`src/rtl/kwd_pkg.sv`:
```
package kwd_pkg;

    localparam logic [31:0] KEY_EN_ARM  = 32'h1E1E1E1E;
    localparam logic [31:0] KEY_EN_GO   = 32'hE1E1E1E1;
    localparam logic [31:0] KEY_DIS_ARM = 32'h1F1F1F1F;
    localparam logic [31:0] KEY_DIS_GO  = 32'hF1F1F1F1;

    localparam logic [1:0] ADDR_CTL   = 2'd0;
    localparam logic [1:0] ADDR_RSEL  = 2'd1;
    localparam logic [1:0] ADDR_CAUSE = 2'd2;
    localparam logic [1:0] ADDR_CNT   = 2'd3;

    localparam int CAUSE_BIT   = 5;
    localparam int RSEL_WE_BIT = 31;

    typedef enum logic [1:0] {
        ARM_IDLE = 2'd0,
        ARM_EN   = 2'd1,
        ARM_DIS  = 2'd2
    } arm_e;

    typedef enum logic [1:0] {
        TMR_STOP = 2'd0,
        TMR_RUN  = 2'd1,
        TMR_FIRE = 2'd2
    } tmr_e;

endpackage

```
`src/rtl/kwd_keyseq.sv`:
```
module kwd_keyseq
    import kwd_pkg::*;
#(
    parameter bit CAN_STOP = 1'b1
) (
    input  logic        clk,
    input  logic        rst_n,
    input  logic        ctl_wr,
    input  logic [31:0] wdata,
    output logic        cmd_start,
    output logic        cmd_stop,
    output logic        arm_en,
    output logic        arm_dis
);

    arm_e state_q, state_d;
    logic is_en_arm, is_en_go, is_dis_arm, is_dis_go;

    generate
        if (CAN_STOP) begin : g_stoppable
            assign is_en_arm  = (wdata == KEY_EN_ARM);
            assign is_en_go   = (wdata == KEY_EN_GO);
            assign is_dis_arm = (wdata == KEY_DIS_ARM);
            assign is_dis_go  = (wdata == KEY_DIS_GO);
        end else begin : g_nostop
            assign is_en_arm  = (wdata == KEY_EN_ARM) || (wdata == KEY_DIS_ARM);
            assign is_en_go   = (wdata == KEY_EN_GO)  || (wdata == KEY_DIS_GO);
            assign is_dis_arm = 1'b0;
            assign is_dis_go  = 1'b0;
        end
    endgenerate

    always_comb begin
        state_d = state_q;
        if (ctl_wr) begin
            if (is_en_arm)       state_d = ARM_EN;
            else if (is_dis_arm) state_d = ARM_DIS;
            else                 state_d = ARM_IDLE;
        end
    end

    always_ff @(posedge clk or negedge rst_n) begin
        if (!rst_n) state_q <= ARM_IDLE;
        else        state_q <= state_d;
    end

    always_comb begin
        cmd_start = 1'b0;
        cmd_stop  = 1'b0;
        arm_en    = 1'b0;
        arm_dis   = 1'b0;
        unique case (state_q)
            ARM_IDLE: ;
            ARM_EN: begin
                arm_en    = 1'b1;
                cmd_start = ctl_wr && is_en_go;
            end
            ARM_DIS: begin
                arm_dis  = 1'b1;
                cmd_stop = ctl_wr && is_dis_go;
            end
            default: ;
        endcase
    end


    stray_write_chk: assert property (@(posedge clk) disable iff (!rst_n)
        (ctl_wr && wdata != KEY_EN_ARM && wdata != KEY_DIS_ARM) |=> (!arm_en && !arm_dis));

endmodule

```
`src/rtl/kwd_timer.sv`:
```
module kwd_timer
    import kwd_pkg::*;
#(
    parameter int CNT_W     = 32,
    parameter int PULSE_CYC = 16
) (
    input  logic             clk,
    input  logic             rst_n,
    input  logic             tick,
    input  logic             cmd_start,
    input  logic             cmd_stop,
    output logic [CNT_W-1:0] count,
    output logic             running,
    output logic             firing,
    output logic             expire
);

    localparam int PW = (PULSE_CYC > 1) ? $clog2(PULSE_CYC) : 1;
    localparam logic [CNT_W-1:0] CNT_ONE  = CNT_W'(1);
    localparam logic [PW-1:0]    PULSE_LD = PW'(PULSE_CYC - 1);

    tmr_e             state_q, state_d;
    logic [CNT_W-1:0] cnt_q, cnt_d;
    logic [PW-1:0]    pcnt_q, pcnt_d;

    always_comb begin
        state_d = state_q;
        cnt_d   = cnt_q;
        pcnt_d  = pcnt_q;
        unique case (state_q)
            TMR_STOP: begin
                if (cmd_start) begin
                    state_d = TMR_RUN;
                    cnt_d   = '1;
                end
            end
            TMR_RUN: begin
                if (cmd_start) begin
                    cnt_d = '1;
                end else if (cmd_stop) begin
                    state_d = TMR_STOP;
                end else if (tick) begin
                    cnt_d = cnt_q - CNT_ONE;
                    if (cnt_q == CNT_ONE) begin
                        state_d = TMR_FIRE;
                        pcnt_d  = PULSE_LD;
                    end
                end
            end
            TMR_FIRE: begin
                if (pcnt_q == '0) state_d = TMR_STOP;
                else              pcnt_d  = pcnt_q - PW'(1);
            end
            default: state_d = TMR_STOP;
        endcase
    end

    always_ff @(posedge clk or negedge rst_n) begin
        if (!rst_n) begin
            state_q <= TMR_STOP;
            cnt_q   <= '0;
            pcnt_q  <= '0;
        end else begin
            state_q <= state_d;
            cnt_q   <= cnt_d;
            pcnt_q  <= pcnt_d;
        end
    end

    always_comb begin
        running = 1'b0;
        firing  = 1'b0;
        expire  = 1'b0;
        unique case (state_q)
            TMR_STOP: ;
            TMR_RUN: begin
                running = 1'b1;
                expire  = !cmd_start && !cmd_stop && tick && (cnt_q == CNT_ONE);
            end
            TMR_FIRE: firing = 1'b1;
            default: ;
        endcase
    end

    assign count = cnt_q;


    load_chk: assert property (@(posedge clk) disable iff (!rst_n)
        (cmd_start && !firing) |=> (running && count == '1));


    step_chk: assert property (@(posedge clk) disable iff (!rst_n)
        (running && tick && !cmd_start && !cmd_stop && count > CNT_ONE) |=>
            (running && count == $past(count) - CNT_ONE));


    stop_chk: assert property (@(posedge clk) disable iff (!rst_n)
        (running && cmd_stop && !cmd_start) |=> (!running && $stable(count)));


    expire_chk: assert property (@(posedge clk) disable iff (!rst_n)
        expire |=> (firing && count == '0));

endmodule

```
`src/rtl/kwd_status.sv`:
```
module kwd_status
    import kwd_pkg::*;
(
    input  logic        clk,
    input  logic        por_n,
    input  logic        rsel_wr,
    input  logic [31:0] wdata,
    input  logic        expire,
    output logic        cause,
    output logic        rsel
);

    logic cause_q, rsel_q;

    always_ff @(posedge clk or negedge por_n) begin
        if (!por_n) begin
            cause_q <= 1'b0;
            rsel_q  <= 1'b0;
        end else begin
            if (expire) cause_q <= 1'b1;
            if (rsel_wr && wdata[RSEL_WE_BIT]) rsel_q <= wdata[0];
        end
    end

    assign cause = cause_q;
    assign rsel  = rsel_q;


    cause_sticky_chk: assert property (@(posedge clk) disable iff (!por_n)
        cause |=> cause);


    rsel_guard_chk: assert property (@(posedge clk) disable iff (!por_n)
        (rsel_wr && !wdata[RSEL_WE_BIT]) |=> $stable(rsel));

endmodule

```
`src/rtl/keyed_wdt.sv`:
```
module keyed_wdt
    import kwd_pkg::*;
#(
    parameter int CNT_W     = 32,
    parameter int PULSE_CYC = 16,
    parameter bit CAN_STOP  = 1'b1
) (
    input  logic        clk,
    input  logic        por_n,
    input  logic        warm_rst_n,
    input  logic        tick,
    input  logic        reg_wr,
    input  logic [1:0]  reg_addr,
    input  logic [31:0] reg_wdata,
    output logic [31:0] reg_rdata,
    output logic        rst_req,
    output logic        rst_ib_sel,
    output logic        wdog_cause
);

    logic             core_rst_n;
    logic             ctl_wr, rsel_wr;
    logic             cmd_start, cmd_stop, arm_en, arm_dis;
    logic [CNT_W-1:0] count;
    logic             running, firing, expire;

    assign core_rst_n = por_n && warm_rst_n;
    assign ctl_wr     = reg_wr && (reg_addr == ADDR_CTL);
    assign rsel_wr    = reg_wr && (reg_addr == ADDR_RSEL);

    kwd_keyseq #(.CAN_STOP(CAN_STOP)) u_keys (
        .clk       (clk),
        .rst_n     (core_rst_n),
        .ctl_wr    (ctl_wr),
        .wdata     (reg_wdata),
        .cmd_start (cmd_start),
        .cmd_stop  (cmd_stop),
        .arm_en    (arm_en),
        .arm_dis   (arm_dis)
    );

    kwd_timer #(.CNT_W(CNT_W), .PULSE_CYC(PULSE_CYC)) u_timer (
        .clk       (clk),
        .rst_n     (core_rst_n),
        .tick      (tick),
        .cmd_start (cmd_start),
        .cmd_stop  (cmd_stop),
        .count     (count),
        .running   (running),
        .firing    (firing),
        .expire    (expire)
    );

    kwd_status u_status (
        .clk     (clk),
        .por_n   (por_n),
        .rsel_wr (rsel_wr),
        .wdata   (reg_wdata),
        .expire  (expire),
        .cause   (wdog_cause),
        .rsel    (rst_ib_sel)
    );

    assign rst_req = firing;

    always_comb begin
        reg_rdata = '0;
        unique case (reg_addr)
            ADDR_CTL:   reg_rdata = {28'd0, firing, arm_dis, arm_en, running};
            ADDR_RSEL:  reg_rdata = {31'd0, rst_ib_sel};
            ADDR_CAUSE: reg_rdata[CAUSE_BIT] = wdog_cause;
            ADDR_CNT:   reg_rdata = 32'(count);
            default:    reg_rdata = '0;
        endcase
    end


    fire_ignores_cmd_chk: assert property (@(posedge clk) disable iff (!core_rst_n)
        (firing && cmd_start) |=> !running);

endmodule

```
`config.mk`:
```
export PLATFORM = sky130hd
export DESIGN_NAME = keyed_wdt
export DESIGN_NICKNAME = d
export VERILOG_FILES = /design/src/rtl/kwd_pkg.sv /design/src/rtl/kwd_keyseq.sv /design/src/rtl/kwd_timer.sv /design/src/rtl/kwd_status.sv /design/src/rtl/keyed_wdt.sv
export SDC_FILE = /design/constraint.sdc
export NUM_CORES = 1
export LEC_CHECK = 0
export CAP_MARGIN = 20
export CORE_MARGIN = 1
export CORE_UTILIZATION = 50
export DETAILED_ROUTE_END_ITERATION = 10
export PLACE_DENSITY = 0.93
export SETUP_SLACK_MARGIN = 0.02
export SYNTH_ARGS = -nofsm -noshare
export SYNTH_HDL_FRONTEND = slang
export SYNTH_SLANG_ARGS = --single-unit
```
`constraint.sdc`:
```
create_clock -name clk -period 2.8 [get_ports clk]
set_input_delay 0.56 -clock clk [delete_from_list [all_inputs] [get_ports clk]]
set_output_delay 0.56 -clock clk [all_outputs]
set_load 0.1 [all_outputs]
```
==> reports/metrics.yaml, run 1 <==
status: "finished clean"
worst_pin_slew_ps: 722.4
clockBufferDepth: 2
placed_area_um2: 4150
clkTransAtPathRegs_ps: 70
p_comb_share_pct: 14.3
endpoint_kind: "flop"
portBuffers: 73
cts_tree: "done"
via_per_inst: 6.582
vias: 3133
finalNetCount: 447
ios: 74
critPathMaxFanout: 15
reg2regPathDepth: 5
yosys_warnings: 0
regToRegSetupSlack_ps: 140
syn_area_per_cell_um2: 8.992
grt_usage_pct: 30.79
crit_chain: "clkdlybuf4s50_1, or3b_4, or4_4, buf_4, nor4_4, buf_6, nor3_1, a211oi_1"
worstPathArrival_ps: 2900
switchingPower_mw: 0.2947
worst_r2r_endpoint: "u_timer.count[22]"
core-area_um2: 5540
antenna_found_initial: 0
rows: 27
gp_congestion: 0.8589
fin_crit_ps: 2706
critical_path.startpoint_type: "input pin"
wl_per_cell_um: 18.71
max_stage_delay_ps: 540
synth.most_common_cell: "dfrtp_1"
critPathSlowestCell: "or4_4"
syn_area_um2: 2895
firstDrtPassIters: 5
wirelength_mm: 8.906
required_ps: 3000
sequentialPowerShare_pct: 52.3
p_total_mw: 1.171
slew_headroom_pct: 51.39
hp-class: "input pin to async pin"
die_w_um: 78.10
ant_nets: 0
nFillCells: 370
powerDensity_nw_per_um2: 275.7
area_growth_pct: 46.67
diodes: 0
die_area_um2: 6099
drt-initial-drc-count: 399
maxCapViolations: 0
slew_viol_final: 0
clkPwrFrac_pct: 33.3
ys_top_cells_by_count: "dfrtp_1, and3_1, nor2_1, nor3_1, o31ai_1"
syn_nets: 364
synth_cells: 322
dp_hpwl_mm: 6.577
yosys.area.top_type: "dfrtp_1"
grt_max_degree: 33
drc: 0
async_flop_share_pct: 100.0
yosys_most_used_dff: "dfrtp_1"
synth_top_area_share_pct: 36.30
grt_pass1_vias: 3084
cts_hold_buf: 0
grt_first_pass_wirelength_mm: 14.78
numCtsBuffers: 5
clk_latency_ps: 300
die_y_um: 78.10
min_period_over_period_pct: 96.64
h-tree-depth: 2
yosysUniqueCellTypes: 57
ctsRootBufferMaster: "clkbuf_8"
critical_path_class: "input pin to flop"
synth.top_cells.by_area: "dfrtp_1, and3_1, o31ai_1"
synth_edf_count: 0
final_cell_area_um2: 4247
setup_viol: 0
netSwitchingFraction_pct: 25.17
max_freq_mhz: 369.6
synth_seq_cells: 42
gr-total-overflow: 0
clock_sinks: 42
yosysSeqAreaShare_pct: 36.30
final.setup_skew_ps: 4.490
start_util_pct: 52.26
p_leak_nw: 1.880
ir_drop_uv: 197.8
reg2reg_from: "u_timer.count[10]"
final_hold_viol_count: 0
p_int_mw: 0.8760
rsz0062_at_grt: "yes"
drive_gt1_share_pct: 22.28
## layout make-up
cell class,instances,area [µm²],share of cell area (%)
inverter,9,33.78,0.7955
tap,72,90.09,2.121
clock buffer,6,82.58,1.945
multi-input combinational,251,1719,40.48
sequential,42,1051,24.75
timing repair buffer,96,1270,29.91
## logic make-up after synthesis
family                     after synthesis  share of synthesized area (%)
and+or+nand+nor                        165                          35.70
AOI/OAI and AO/OA                       78                          19.92
adders and majority gates                3                          1.297
xor gates and xnor gates                 2                         0.6051
buffers and inverters                   29                          5.099
DFF                                     42                          36.30
muxes                                    3                          1.080
## placed cells by master (no fill, tap or decap), drive strengths merged, types with 10 or more instances in the layout
cell           count
buf               58
dfrtp             42
clkdlybuf4s50     38
and3              29
nor2              21
o21ai             18
o31ai             17
nor3              16
nand3             14
or4               13
o22ai             10
nor4              10
## power groups by stage
stage	registers, mW	clock network (mW)	logic, mW
finish	0.613	0.390	0.168
global route	0.613	0.418	0.177
CTS	0.613	0.393	0.168
detailed placement	0.625	0	0.168
global placement	0.624	0	0.163
floorplan	0.647	0	0.0515
## worst max-delay path by stage
stage	slack (ps)	to	depth (start not counted)	startpoint
2_1_floorplan	30	reg_rdata[3]	2	u_timer.state_q[1]
3_3_place_gp	-120	u_timer.count[28]	7	reg_wr
3_5_place_dp	-220	u_timer.count[9]	8	reg_wr
4_1_cts	50	u_timer.count[3]	7	reg_wr
5_1_grt	20	u_timer.count[9]	8	reg_wr
6_report	90	u_timer.count[9]	8	reg_wr
## routing by layer
layer,global-route usage (%),up-vias,part of all wire [%]
li1,-,1429,-
met1,35.20,1493,36
met2,57.46,180,54
met3,5.930,31,7.0
met4,9.444,0,2.6
met5,0,-,0
## flip-flops by register name, indices dropped and copies added (netlist names)
register / cells
u_keys.state_q: 2
u_status.rsel: 1
u_status.cause: 1
u_timer.state_q: 2
u_timer.pcnt_q: 4
u_timer.count: 32
## metrics by stage
| stage | hold slack, ps | setup TNS, ps | setup WS (ps) | utilization, % | instances |
|---|---|---|---|---|---|
| 2_1_floorplan | 264.4 | 0 | 31.77 | - | 322 |
| 3_3_place_gp | 476.9 | -2579 | -122.0 | 74.91 | 470 |
| 3_5_place_dp | 487.2 | -4926 | -218.8 | 74.91 | 470 |
| 4_1_cts | 428.9 | 0 | 49.33 | 76.40 | 476 |
| 5_1_grt | 426.4 | 0 | 20.95 | 76.65 | 476 |
| 6_report | 429.1 | 0 | 94.14 | 76.65 | 476 |
## critical path, delay by kind of cell
family,cells,cell delay [ps]
buffers and inverters,3,890
AOI/OAI and AO/OA,1,190
and+or+nand+nor,4,1250
## what timing repair did
action / 4_1_cts / 5_1_grt
buffers inserted: 0 / 0
gates resized for setup: 0 / 4
setup endpoints to repair: 0 / 9
Note: power is estimated with default switching activity, not from simulation.
==> inputs of run 2 (changes only) <==
- CORE_MARGIN: 1 -> 5
==> run 2 against run 1 <==
Non-clock buffer count up 3. Combinational power about the same. Clock power up 25%. Die area up 22%. Sequential cell count unchanged. Clock skew about the same. Core utilization up 0.32 points. Routed wire length up 10%. Maximum frequency up 3.4%. Clock-buffer cell count down 1. Cell count up 1.1%. Global-route usage down 5.5 points. Highest routed layer unchanged.
==> reports/metrics.yaml, run 2 (same netlist as run 1, synthesis figures left out) <==
worst_pin_slew_ps: 702.5
cts_hold_buf: 0
gr-total-overflow: 0
finalNetCount: 450
reg2regPathDepth: 5
drive_gt1_share_pct: 23.47
nFillCells: 375
startpoint: "u_timer.count[10]"
clock_sinks: 42
dp_hpwl_mm: 6.692
cts_tree: "done"
critPathSlowestCell: "nor4_1"
final.setup_skew_ps: 3.992
final_cell_mix: "dfrtp_1, clkdlybuf4s50_1, buf_12, and3_1, buf_4"
hold_slack_ps: 426.2
layout.cells.non_filler: 481
cp_top_family: "simple AND/OR/NAND/NOR gates"
core-area_um2: 5574
max_freq_mhz: 382.0
ios: 74
clkTransAtPathRegs_ps: 90
grtUsageMet1_pct: 26.59
drc: 0
rows: 27
clockBufferDepth: 2
grt_usage_pct: 25.32
gp_congestion: 0.9279
slew_headroom_pct: 52.73
via_per_inst: 6.771
grtUsageMet2_pct: 46.11
grt_max_degree: 41
drt-initial-drc-count: 344
start_util_pct: 51.94
required_ps: 3040
slew_viol_final: 0
final_util_pct: 76.97
status: "finished clean"
final_common_cell: "dfrtp_1"
die_area_um2: 7412
ir_drop_uv: 243.0
powerDensity_nw_per_um2: 295.6
hp-class: "input pin to async pin"
wirelength_mm: 9.809
clk_latency_ps: 300
fin_crit_ps: 2618
setup_viol: 0
maxCapViolations: 0
reg2reg_from: "u_timer.count[10]"
min_period_over_period_pct: 93.50
diodes: 0
numCtsBuffers: 5
worst_r2r_endpoint: "u_timer.count[23]"
vias: 3257
critical_path.startpoint_type: "flop"
worstPathArrival_ps: 2860
critPathMaxFanout: 6
grt_pass1_vias: 3252
critical_path_class: "flop to flop"
antenna_found_initial: 0
die_w_um: 86.10
crit_chain: "nor4_1, nand4_1, or4_1, or3_1, nand3_1"
grt.busiest_layer: "met2"
die_y_um: 86.10
portBuffers: 73
ant_nets: 0
post-place-ws_ps: -256.2
h-tree-depth: 2
regToRegSetupSlack_ps: 180
area_growth_pct: 48.18
largest_reg_flops: 32
critPathBufInv: 0
placed_cells: 470
endpoint_kind: "flop"
wl_per_cell_um: 20.39
p_leak_nw: 1.943
setup_slack_ps: 182.0
firstDrtPassIters: 6
ctsRootBufferMaster: "clkbuf_8"
rsz0062_at_grt: "no"
final_hold_viol_count: 0
max_stage_delay_ps: 660
grt_first_pass_wirelength_mm: 14.98
globalRouteMet3Util_pct: 6.340
run 2: cell count changes in the layout (fill, tap and decap cells not counted), sizes merged:
cell           before  now
buf                58   61
clkdlybuf4s50      38   35
dlymetal6s2s        0    3
clkinv              0    2
bufinv              0    1
clkbuf              6    5
run 2: cell type report:
class / instances / area [µm²] / area share (%)
sequential: 42 / 1051 / 24.50
multi-input combinational: 251 / 1744 / 40.65
clock buffer: 5 / 68.82 / 1.604
timing repair buffer: 99 / 1262 / 29.43
tap: 72 / 90.09 / 2.100
inverter: 9 / 33.78 / 0.7874
clock inverter: 3 / 40.04 / 0.9332
run 2: how the worst max path moves through the flow:
stage | cells after the start | endpoint
after floorplan | 2 | reg_rdata[3]
after global placement | 6 | u_timer.count[12]
after detailed placement | 7 | u_timer.count[28]
after CTS | 7 | u_timer.count[28]
after global routing | 5 | u_timer.count[23]
final | 5 | u_timer.count[23]
run 2: metrics by stage:
step | cell area (µm²) | total power [mW] | setup TNS [ps]
5_1_grt | 4290 | 1.298 | 0
6_report | 4290 | 1.268 | 0
2_1_floorplan | 2907 | 0.6984 | 0
3_3_place_gp | 4100 | 0.7873 | -5124
4_1_cts | 4209 | 1.266 | 0
3_5_place_dp | 4100 | 0.7908 | -7009
run 2: power breakdown:
| group | switching, mW | internal [mW] | total [mW] |
|---|---|---|---|
| combinational | 0.0929 | 0.0763 | 0.169 |
| sequential | 0.00250 | 0.609 | 0.612 |
| clock | 0.225 | 0.263 | 0.488 |
| total | 0.320 | 0.948 | 1.27 |
run 2: repair_timing:
item	4_1_cts	5_1_grt
buffers inserted	0	1
resized for setup	0	16
endpoints found under the setup margin	0	26
run 2: layer usage:
layer	vias up	part of all wire, %	wire length (µm)
met5	-	0	0
met1	1541	35	3424
met4	0	3.8	377
met2	239	52	5061
li1	1434	-	-
met3	43	9.6	945
==> inputs of run 3 (changes only) <==
- CORE_UTILIZATION: 50 -> 64
- DONT_BUFFER_PORTS: default -> 1
- PLACE_DENSITY: 0.93 -> 0.92
==> run 3 against run 2 <==
Critical path depth did not move. Maximum frequency grew 4.0%. Non-clock buffer count fell by 48. Clock skew grew 1.6 ps. Sequential share of layout area grew 6.8 points. Clock power fell by 3%.
==> reports/metrics.yaml, run 3 (same netlist as run 1, synthesis figures left out) <==
area_growth_pct: 16.16
cpMostUsedCell: "or4_1"
grtUsageMet1_pct: 31.59
via_per_inst: 7.116
clock_sinks: 42
ant_nets: 0
finalNetCount: 402
hp-class: "input pin to flop"
slew_viol_final: 0
cp_top_family: "simple AND/OR/NAND/NOR gates"
rows: 24
final.setup_skew_ps: 5.611
critical_path_class: "flop to flop"
max_freq_mhz: 397.2
cts_resized: 0
start_util_pct: 66.04
worst_r2r_endpoint: "u_timer.pcnt_q[2]"
reg2regPathDepth: 5
hold_end: "u_status.rsel"
layout.cells.non_filler: 413
clk_latency_ps: 300
die_area_um2: 5969
grtUsageMet2_pct: 47.98
critPathBufInv: 0
worst_pin_slew_ps: 958.0
clkPwrFrac_pct: 40.5
p_comb_share_pct: 7.3
die_w_um: 77.26
endpoint_kind: "flop"
dp_hpwl_mm: 5.873
vias: 2939
ir_drop_uv: 329.6
grt_max_degree: 41
min_period_over_period_pct: 89.91
reg2reg_from: "u_timer.count[24]"
sequentialPowerShare_pct: 52.2
placed_cells: 404
drc: 0
ctsRootBufferMaster: "clkbuf_8"
grt_usage_pct: 27.76
critPathMaxFanout: 8
setup_viol: 0
switchingPower_mw: 0.2720
largest_reg_flops: 32
portBuffers: 0
antenna_found_initial: 0
maxCapViolations: 0
globalRouteMet3Util_pct: 8.080
setup_tns_ps: 0
hold_path_depth: 1
min_from: "reg_wdata[0]"
slew_headroom_pct: 36.14
powerDensity_nw_per_um2: 347.7
max_stage_delay_ps: 530
crit_chain: "or4_1, or4_1, nor4_1, nand3b_1, a22oi_1"
rsz0062_at_grt: "no"
drt-initial-drc-count: 261
ios: 74
p_int_mw: 0.8973
final_hold_viol_count: 0
grt_pass1_vias: 3032
final_common_cell: "buf_4"
clockBufferDepth: 2
status: "finished clean"
cts_tree: "done"
firstDrtPassIters: 5
critPathSlowestCell: "or4_1"
wl_per_cell_um: 19.77
clkTransAtPathRegs_ps: 80
h-tree-depth: 2
nFillCells: 304
critical_path.startpoint_type: "flop"
cts_hold_buf: 1
regToRegSetupSlack_ps: 280
fin_crit_ps: 2517
core-area_um2: 4384
netSwitchingFraction_pct: 23.26
worstPathArrival_ps: 2730
gp_congestion: 0.9055
required_ps: 3010
drive_gt1_share_pct: 22.16
die_y_um: 77.26
final_cell_mix: "buf_4, dfrtp_1, and3_1, nor2_1"
grt.busiest_layer: "met2"
gr-total-overflow: 0
diodes: 0
numCtsBuffers: 5
hold_slack_ps: 408.7
p_leak_nw: 1.608
grt_first_pass_wirelength_mm: 13.66
post-cts-setup-buffer-count: 0
wirelength_mm: 8.167
==> run 3: cell types whose count changed in the layout (fill, tap and decap cells not counted), sizes merged <==
cell           before  now
buf                61   50
clkbuf              5    7
clkdlybuf4s50      35    0
clkinv              2    0
dlygate4sd3         0    1
dlymetal6s2s        3    0
==> run 3: how the worst max path moves through the flow <==
stage / depth (start not counted) / end / from / slack, ps
finish: 5 / u_timer.pcnt_q[2] / u_timer.count[24] / 280
global route: 5 / u_timer.pcnt_q[3] / u_timer.count[24] / 150
CTS: 5 / u_timer.pcnt_q[1] / u_timer.count[26] / 330
detailed placement: 6 / u_timer.count[19] / reg_addr[1] / 170
global placement: 6 / u_timer.count[28] / reg_addr[1] / 220
floorplan: 2 / reg_rdata[3] / u_timer.state_q[1] / 30
==> run 3: area by class of cell <==
type                    instances  area (µm²)  share of cell area [%]
flip-flops and latches         42        1051                   31.25
repair buffers                 51       397.9                   11.83
inverters                       9       33.78                   1.004
well taps                      52       65.06                   1.935
multi-input cells             251        1709                   50.82
clock buffers                   7       76.32                   2.269
clock inverters                 1       30.03                  0.8929
==> run 3: metal layers <==
layer | part of all wire [%] | vias up
li1 | - | 1340
met1 | 38 | 1400
met2 | 49 | 173
met3 | 10 | 26
met4 | 2.6 | 0
met5 | 0 | -
==> run 3: through the flow <==
stage / setup WS [ps] / utilization, % / power [mW] / area (µm²)
global placement: 218.9 / 74.06 / 0.7053 / 3247
floorplan: 31.77 / - / 0.6984 / 2907
global route: 147.0 / 76.71 / 1.208 / 3363
finish: 282.6 / 76.71 / 1.169 / 3363
CTS: 334.9 / 76.71 / 1.175 / 3363
detailed placement: 171.9 / 74.06 / 0.7070 / 3247
==> run 3: power groups by stage <==
stage                     Combinational (mW)  Sequential [mW]  Clock, mW
after floorplan                       0.0515            0.647          0
after global placement                0.0835            0.622          0
after detailed placement              0.0845            0.623          0
after CTS                             0.0860            0.610      0.479
after global routing                  0.0904            0.611      0.507
final                                 0.0856            0.611      0.473
==> run 3: worst reg2reg max path: cells and delay by family (launching register included) <==
| kind | cells | cell delay, ps |
|---|---|---|
| simple gates | 4 | 1720 |
| compound gates | 1 | 240 |
| flops | 1 | 460 |
